<file path="src/rtl/johnson_decade.sv">
module johnson_decade #(
  parameter int STAGES     = 5,
  parameter int SYNC_DEPTH = 2
) (
  input  logic                  clk_i,
  input  logic                  clear_i,
  input  logic                  adv_rise_i,
  input  logic                  adv_fall_i,
  output logic [2*STAGES-1:0]   dec_o,
  output logic                  carry_n_o
);
  localparam int STATES = 2 * STAGES;

  logic [SYNC_DEPTH-1:0] rise_sync, fall_sync;
  logic                  rise_prev, fall_prev;
  logic [1:0]            clr_q;
  logic [STAGES-1:0]     ring_q;
  logic                  rise_lvl, fall_lvl, step, code_ok;

  always_ff @(posedge clk_i) begin
    rise_sync <= {rise_sync[SYNC_DEPTH-2:0], adv_rise_i};
    fall_sync <= {fall_sync[SYNC_DEPTH-2:0], adv_fall_i};
    rise_prev <= rise_lvl;
    fall_prev <= fall_lvl;
  end

  assign rise_lvl = rise_sync[SYNC_DEPTH-1];
  assign fall_lvl = fall_sync[SYNC_DEPTH-1];

  always_ff @(posedge clk_i or posedge clear_i)
    if (clear_i) clr_q <= 2'b11;
    else         clr_q <= {clr_q[0], 1'b0};

  assign step = !clr_q[1] &&
                ((rise_lvl && !rise_prev && !fall_lvl) ||
                 (!fall_lvl && fall_prev && rise_lvl));

  assign code_ok = $countones(ring_q[STAGES-1:1] ^ ring_q[STAGES-2:0]) <= 1;

  always_ff @(posedge clk_i or posedge clear_i)
    if (clear_i)       ring_q <= '0;
    else if (clr_q[1]) ring_q <= '0;
    else if (step)     ring_q <= code_ok ? {ring_q[STAGES-2:0], ~ring_q[STAGES-1]} : '0;

  for (genvar k = 0; k < STAGES; k++) begin : g_dec
    if (k == 0) begin : g_end
      assign dec_o[0]      = ~ring_q[STAGES-1] & ~ring_q[0];
      assign dec_o[STAGES] =  ring_q[STAGES-1] &  ring_q[0];
    end else begin : g_mid
      assign dec_o[k]        =  ring_q[k-1] & ~ring_q[k];
      assign dec_o[STAGES+k] = ~ring_q[k-1] &  ring_q[k];
    end
  end

  assign carry_n_o = ~ring_q[STAGES-1];


  one_hot_chk: assert property (@(posedge clk_i) disable iff (clear_i)
    code_ok |-> $countones(dec_o) == 1);


  carry_chk: assert property (@(posedge clk_i) disable iff (clear_i)
    code_ok |-> carry_n_o == !(|dec_o[STATES-1:STAGES]));


  advance_chk: assert property (@(posedge clk_i) disable iff (clear_i)
    (step && code_ok) |=> dec_o == {$past(dec_o[STATES-2:0]), $past(dec_o[STATES-1])});


  repair_chk: assert property (@(posedge clk_i) disable iff (clear_i)
    (step && !code_ok) |=> dec_o == STATES'(1));


  clear_chk: assert property (@(posedge clk_i)
    clear_i |-> (dec_o == STATES'(1) && carry_n_o));
endmodule

</file>
<file path="config.mk">
export PLATFORM = sky130hd
export DESIGN_NAME = johnson_decade
export DESIGN_NICKNAME = d
export VERILOG_FILES = /design/src/rtl/johnson_decade.sv
export SDC_FILE = /design/constraint.sdc
export NUM_CORES = 1
export LEC_CHECK = 0
export ABC_AREA = 1
export BUFFER_PORTS_ARGS = -buffer_cell sky130_fd_sc_hd__buf_4
export CORE_AREA = 10 10 47 49
export DETAILED_ROUTE_END_ITERATION = 6
export DIE_AREA = 0 0 57 59
export HOLD_SLACK_MARGIN = 0.15
export PLACE_DENSITY = 0.66
export SYNTH_ARGS = -nofsm -noshare
export SYNTH_HDL_FRONTEND = slang
export SYNTH_SLANG_ARGS = --single-unit
</file>
<file path="constraint.sdc">
create_clock -name clk_i -period 1.9 [get_ports clk_i]
set_clock_uncertainty 0.1 [all_clocks]
set_input_delay 0.57 -clock clk_i [delete_from_list [all_inputs] [get_ports clk_i]]
set_output_delay 0.57 -clock clk_i [all_outputs]
set_load 0.005 [all_outputs]
</file>
# Word-level counts from Yosys, hierarchy flattened
# Index checks and enable logic that the tools add are counted.
# classes
n_addsub	3
order_cmp	1
muxes	3
n_bitwise	16
reduce_logical	10
# op_table
cell	n
$mux W5	3
$and A1 B1 Y1	10
$logic_and A1 B1 Y1	5
$not A1 Y1	5
$add A1 B1 Y2	2
$xor A4 B4 Y4	1
$add A2 B2 Y3	1
$le A3 B1 Y1 const B	1
$logic_not A1 Y1	3
$reduce_bool A2 Y1	1
$logic_or A1 B1 Y1	1
# totals
ff_bits	13
input_bits	4
out_inout_bits	11
word_cells	39

# Depth between registers and ports, before layout
# depth
word_depth	7
mapped_depth	7

# Worst setup path before layout
# Ideal clock, no wire load.
# synth_timing
path_type	register to register
from	register ring_q[0]
to	register ring_q[1]
setup_time_ns	0.121
t_arrival_ns	1.502
t_required_ns	1.679
path_slack_ns	0.177
path_stages_with_launch	8
n_path_buf	0
period_less_slack_ns	1.723
cell_sequence	dfrtp_1 > inv_1 > ha_1 > inv_1 > fa_1 > nand2_1 > nand3_1 > o21ai_1
# synth_between
elab_chain_cells	7
# synth_rtl
item	line_no	rtl
start, declared	17	logic [STAGES-1:0] ring_q;
start signal, assigned	43	else if (step) ring_q <= code_ok ? {ring_q[STAGES-2:0], ~ring_q[STAGES-1]} : '0;
$xor A4 B4 Y4	38	assign code_ok = $countones(ring_q[STAGES-1:1] ^ ring_q[STAGES-2:0]) <= 1;
$add A1 B1 Y2	38	
$add A2 B2 Y3	38	
$le A3 B1 Y1	38	
$mux W5 * (2 in series)	43	
$mux W5 *	42	else if (clr_q[1]) ring_q <= '0;
# Mark *: on every way between the ends. The rest lies on a longest branch, timed or not. The select of a mux whose other input is x is not followed.
# A chain may end at the register's enable or synchronous reset.

# Worst setup path after layout
# layout_timing
from	register ring_q[2]
to	output port dec_o[8]
# layout_between
elab_chain_cells	2
# layout_rtl
item	line_no	rtl
$not A1 Y1	51	assign dec_o[STAGES+k] = ~ring_q[k-1] & ring_q[k];
$and A1 B1 Y1	51	
end, declared	9	output logic [2*STAGES-1:0] dec_o,
# No other way between the ends.

==> flow_summary_export.csv <==
group,metric,value,unit
global_routing,grt-ovfl-total,0,
yosys,syn-cell-area,593,sq um
global_routing,antenna_found_initial,0,
drt,vias_per_cell,4.58,
placed_design,hpwl,884,microns
timing,final_hold_viol_count,0,
layout,num_antenna_cells,0,
worst_setup_path,critPathTopFamily,"flip-flops",
layout,syn_to_final_growth,34.0,%
timing,fin_hold_ws,228,ps
die,fp-row-count,14,
power_and_ir_drop,p_leak,0.427,nW
layout,postLayoutCoreUtil,56.7,%
global_routing,grt_usage,6.60,%
yosys,netlist-cell-type-count,14,
worst_setup_path,endpoint_kind,"primary output",
layout,register_area,298,sq um
layout,multi_input_area,241,sq um
worst_setup_path,cpPeakStageDelay,360,ps
global_routing,grt_pass1_wl,1.77,mm
global_routing,grt_pass1_vias,439,
yosys,seq_area_frac_synth,50.2,%
run,drv_cap,0,
worst_setup_path,critPathArrivalTime,1140,ps
clock_network,cts_tree,"yes",
timing,setup_viol,0,
drt,wirelength,1.04,mm
worst_setup_path,critical_path.slowest_cell,"dfrtp_1",
global_routing,top_usage_layer,"met2",
yosys,synth-seq-cells,13,
global_routing,grt_max_degree,8,
worst_setup_path,crit_chain,"buf_4 -> inv_1 -> ha_1 -> buf_4",
global_routing,met2_usage,10.1,%
die,fp.dieH,59,microns
layout,final_cell_mix,"buf_4, inv_1, nand3_1",
timing,rsz0062_at_grt,"false",
clock_network,clkTransAtPathRegs,70,ps
worst_setup_path,path_class,"reg -> out",
clock_network,htreeDepth,1,
drt,wl_per_cell,10.4,microns
die,io-pin-count,15,
yosys,syn_avg_cell_area,9.88,sq um
timing,min_period_over_period,95.3,%
power_and_ir_drop,power.density,622,nW/um^2
timing,setup_tns,0,ps
clock_network,numCtsBuffers,3,
status,status,"finished, final reports clean",
layout,final_common_cell,"buf_4",
timing,min_period,1810,ps
clock_network,max-clock-path-buffers,2,
drt,via_count,458,
placed_design,gp_congestion,0.735,
yosys,yosysWarnings,0,
global_routing,use_met3,4.08,%
clock_network,clock_sinks,13,
worst_setup_path,cp-start-kind,"flip-flop",
global_routing,grt_use_met1,6.75,%
timing,drv_slew,0,
die,core,1400,sq um
worst_setup_path,critPathBufInv,3,
layout,fill_cells,141,
placed_design,port-buffer-count,14,
power_and_ir_drop,ir_drop,0.403,mV
yosys,synth_cells,60,
worst_setup_path,cpMostUsedCell,"buf_4",
hold_path,hold_class,"reg -> reg",
die,die_w,57,microns
clock_network,root_buffer,"clkbuf_4",
worst_setup_path,crit_required,1230,ps
yosys,syn_nets,73,
die,die_area,3360,sq um
layout,nets,98,
die,initial_core_util,42.3,%
drt,drt_iter0_drc,1,
clock_network,clkLatencyLatePin,270,ps
timing,fmax,0.552,GHz
drt,drc,0,
layout,drive_above_1_share,32.1,%
drt,dr.pass1.iters,4,
worst_setup_path,cp_max_fo,4,
drt,ant_nets,0,
==> flip-flops by register name, indices dropped and copies added (netlist names) <==
register / cells
clr_q: 2
fall_prev: 1
fall_sync: 2
ring_q: 5
rise_prev: 1
rise_sync: 2
==> path summary, 6_finish.rpt <==
kind	from	to	slack [ps]	cells after the start
hold reg to reg	fall_sync[0]	fall_sync[1]	230	0
setup / recovery	ring_q[2]	dec_o[8]	90	4
max in group asynchronous	clear_i	clr_q[1]	770	3
hold / removal	fall_sync[0]	fall_sync[1]	230	0
setup reg to reg	ring_q[1]	ring_q[1]	140	7
min in group asynchronous	clear_i	ring_q[1]	670	3
==> worst register-to-register path, cell delays in order, from the launching register on <==
cell and delay [ps]:
dfrtp_1 400, inv_1 70, ha_1 280, inv_1 70, fa_1 420, nand2_2 120
nand3_1 70, o21ai_1 150
==> layer usage <==
metal / wire [microns] / vias up
met5: 0 / -
met1: 440 / 209
met2: 482 / 15
met3: 110 / 2
li1: - / 232
met4: 3 / 0
==> metrics by stage <==
| step | power (mW) | instance area, sq um | setup slack (ps) | cells |
|---|---|---|---|---|
| after floorplan | 0.318 | 593 | 177 | 60 |
| after global routing | 0.520 | 795 | 6.53 | 100 |
| after CTS | 0.503 | 777 | 65.4 | 98 |
| after global placement | 0.336 | 741 | 113 | 93 |
| after detailed placement | 0.336 | 741 | 83.3 | 93 |
| final | 0.494 | 795 | 90.0 | 100 |
==> cell usage after synthesis (all sizes together) <==
cell     n  area (sq um)
clkinv   1          3.75
ha       8           100
inv     14          52.6
nand3   11          60.1
nand2    4          15.0
dfxtp    6           120
nor2     2          15.0
o21ai    5          25.0
dfrtp    5           125
fa       1          20.0
dfstp    2          52.6
conb     1          3.75
==> power breakdown <==
| part | switching, mW | total, mW | leakage (nW) | internal [mW] |
|---|---|---|---|---|
| clock | 0.0801 | 0.161 | 0.0150 | 0.0812 |
| sequential | 0.00427 | 0.291 | 0.141 | 0.287 |
| combinational | 0.0212 | 0.0412 | 0.271 | 0.0200 |
| total | 0.106 | 0.494 | 0.427 | 0.388 |
==> cell type report <==
class	count	area share, %
inverters	15	7.09
repair buffers	20	19.2
multi-input cells	32	30.4
flip-flops and latches	13	37.5
clock buffers	4	3.31
well taps	16	2.52
==> logic make-up after synthesis <==
family | count (synthesis) | synth area share, %
AO/OA/AOI/OAI | 5 | 4.22
adder cells (fa/ha/maj) | 9 | 20.3
buffers and inverters | 15 | 9.49
flip-flops | 13 | 50.2
other | 1 | 0.632
AND/OR/NAND/NOR | 17 | 15.2
==> what timing repair did <==
| item | in CTS | in global routing |
|---|---|---|
| resized for setup | 0 | 1 |
| hold buffers | 1 | 0 |
| setup endpoints to repair | 0 | 5 |
| buffers inserted | 0 | 2 |
| endpoints found under the hold margin | 5 | 0 |
Note: power is estimated with default switching activity, not from simulation.
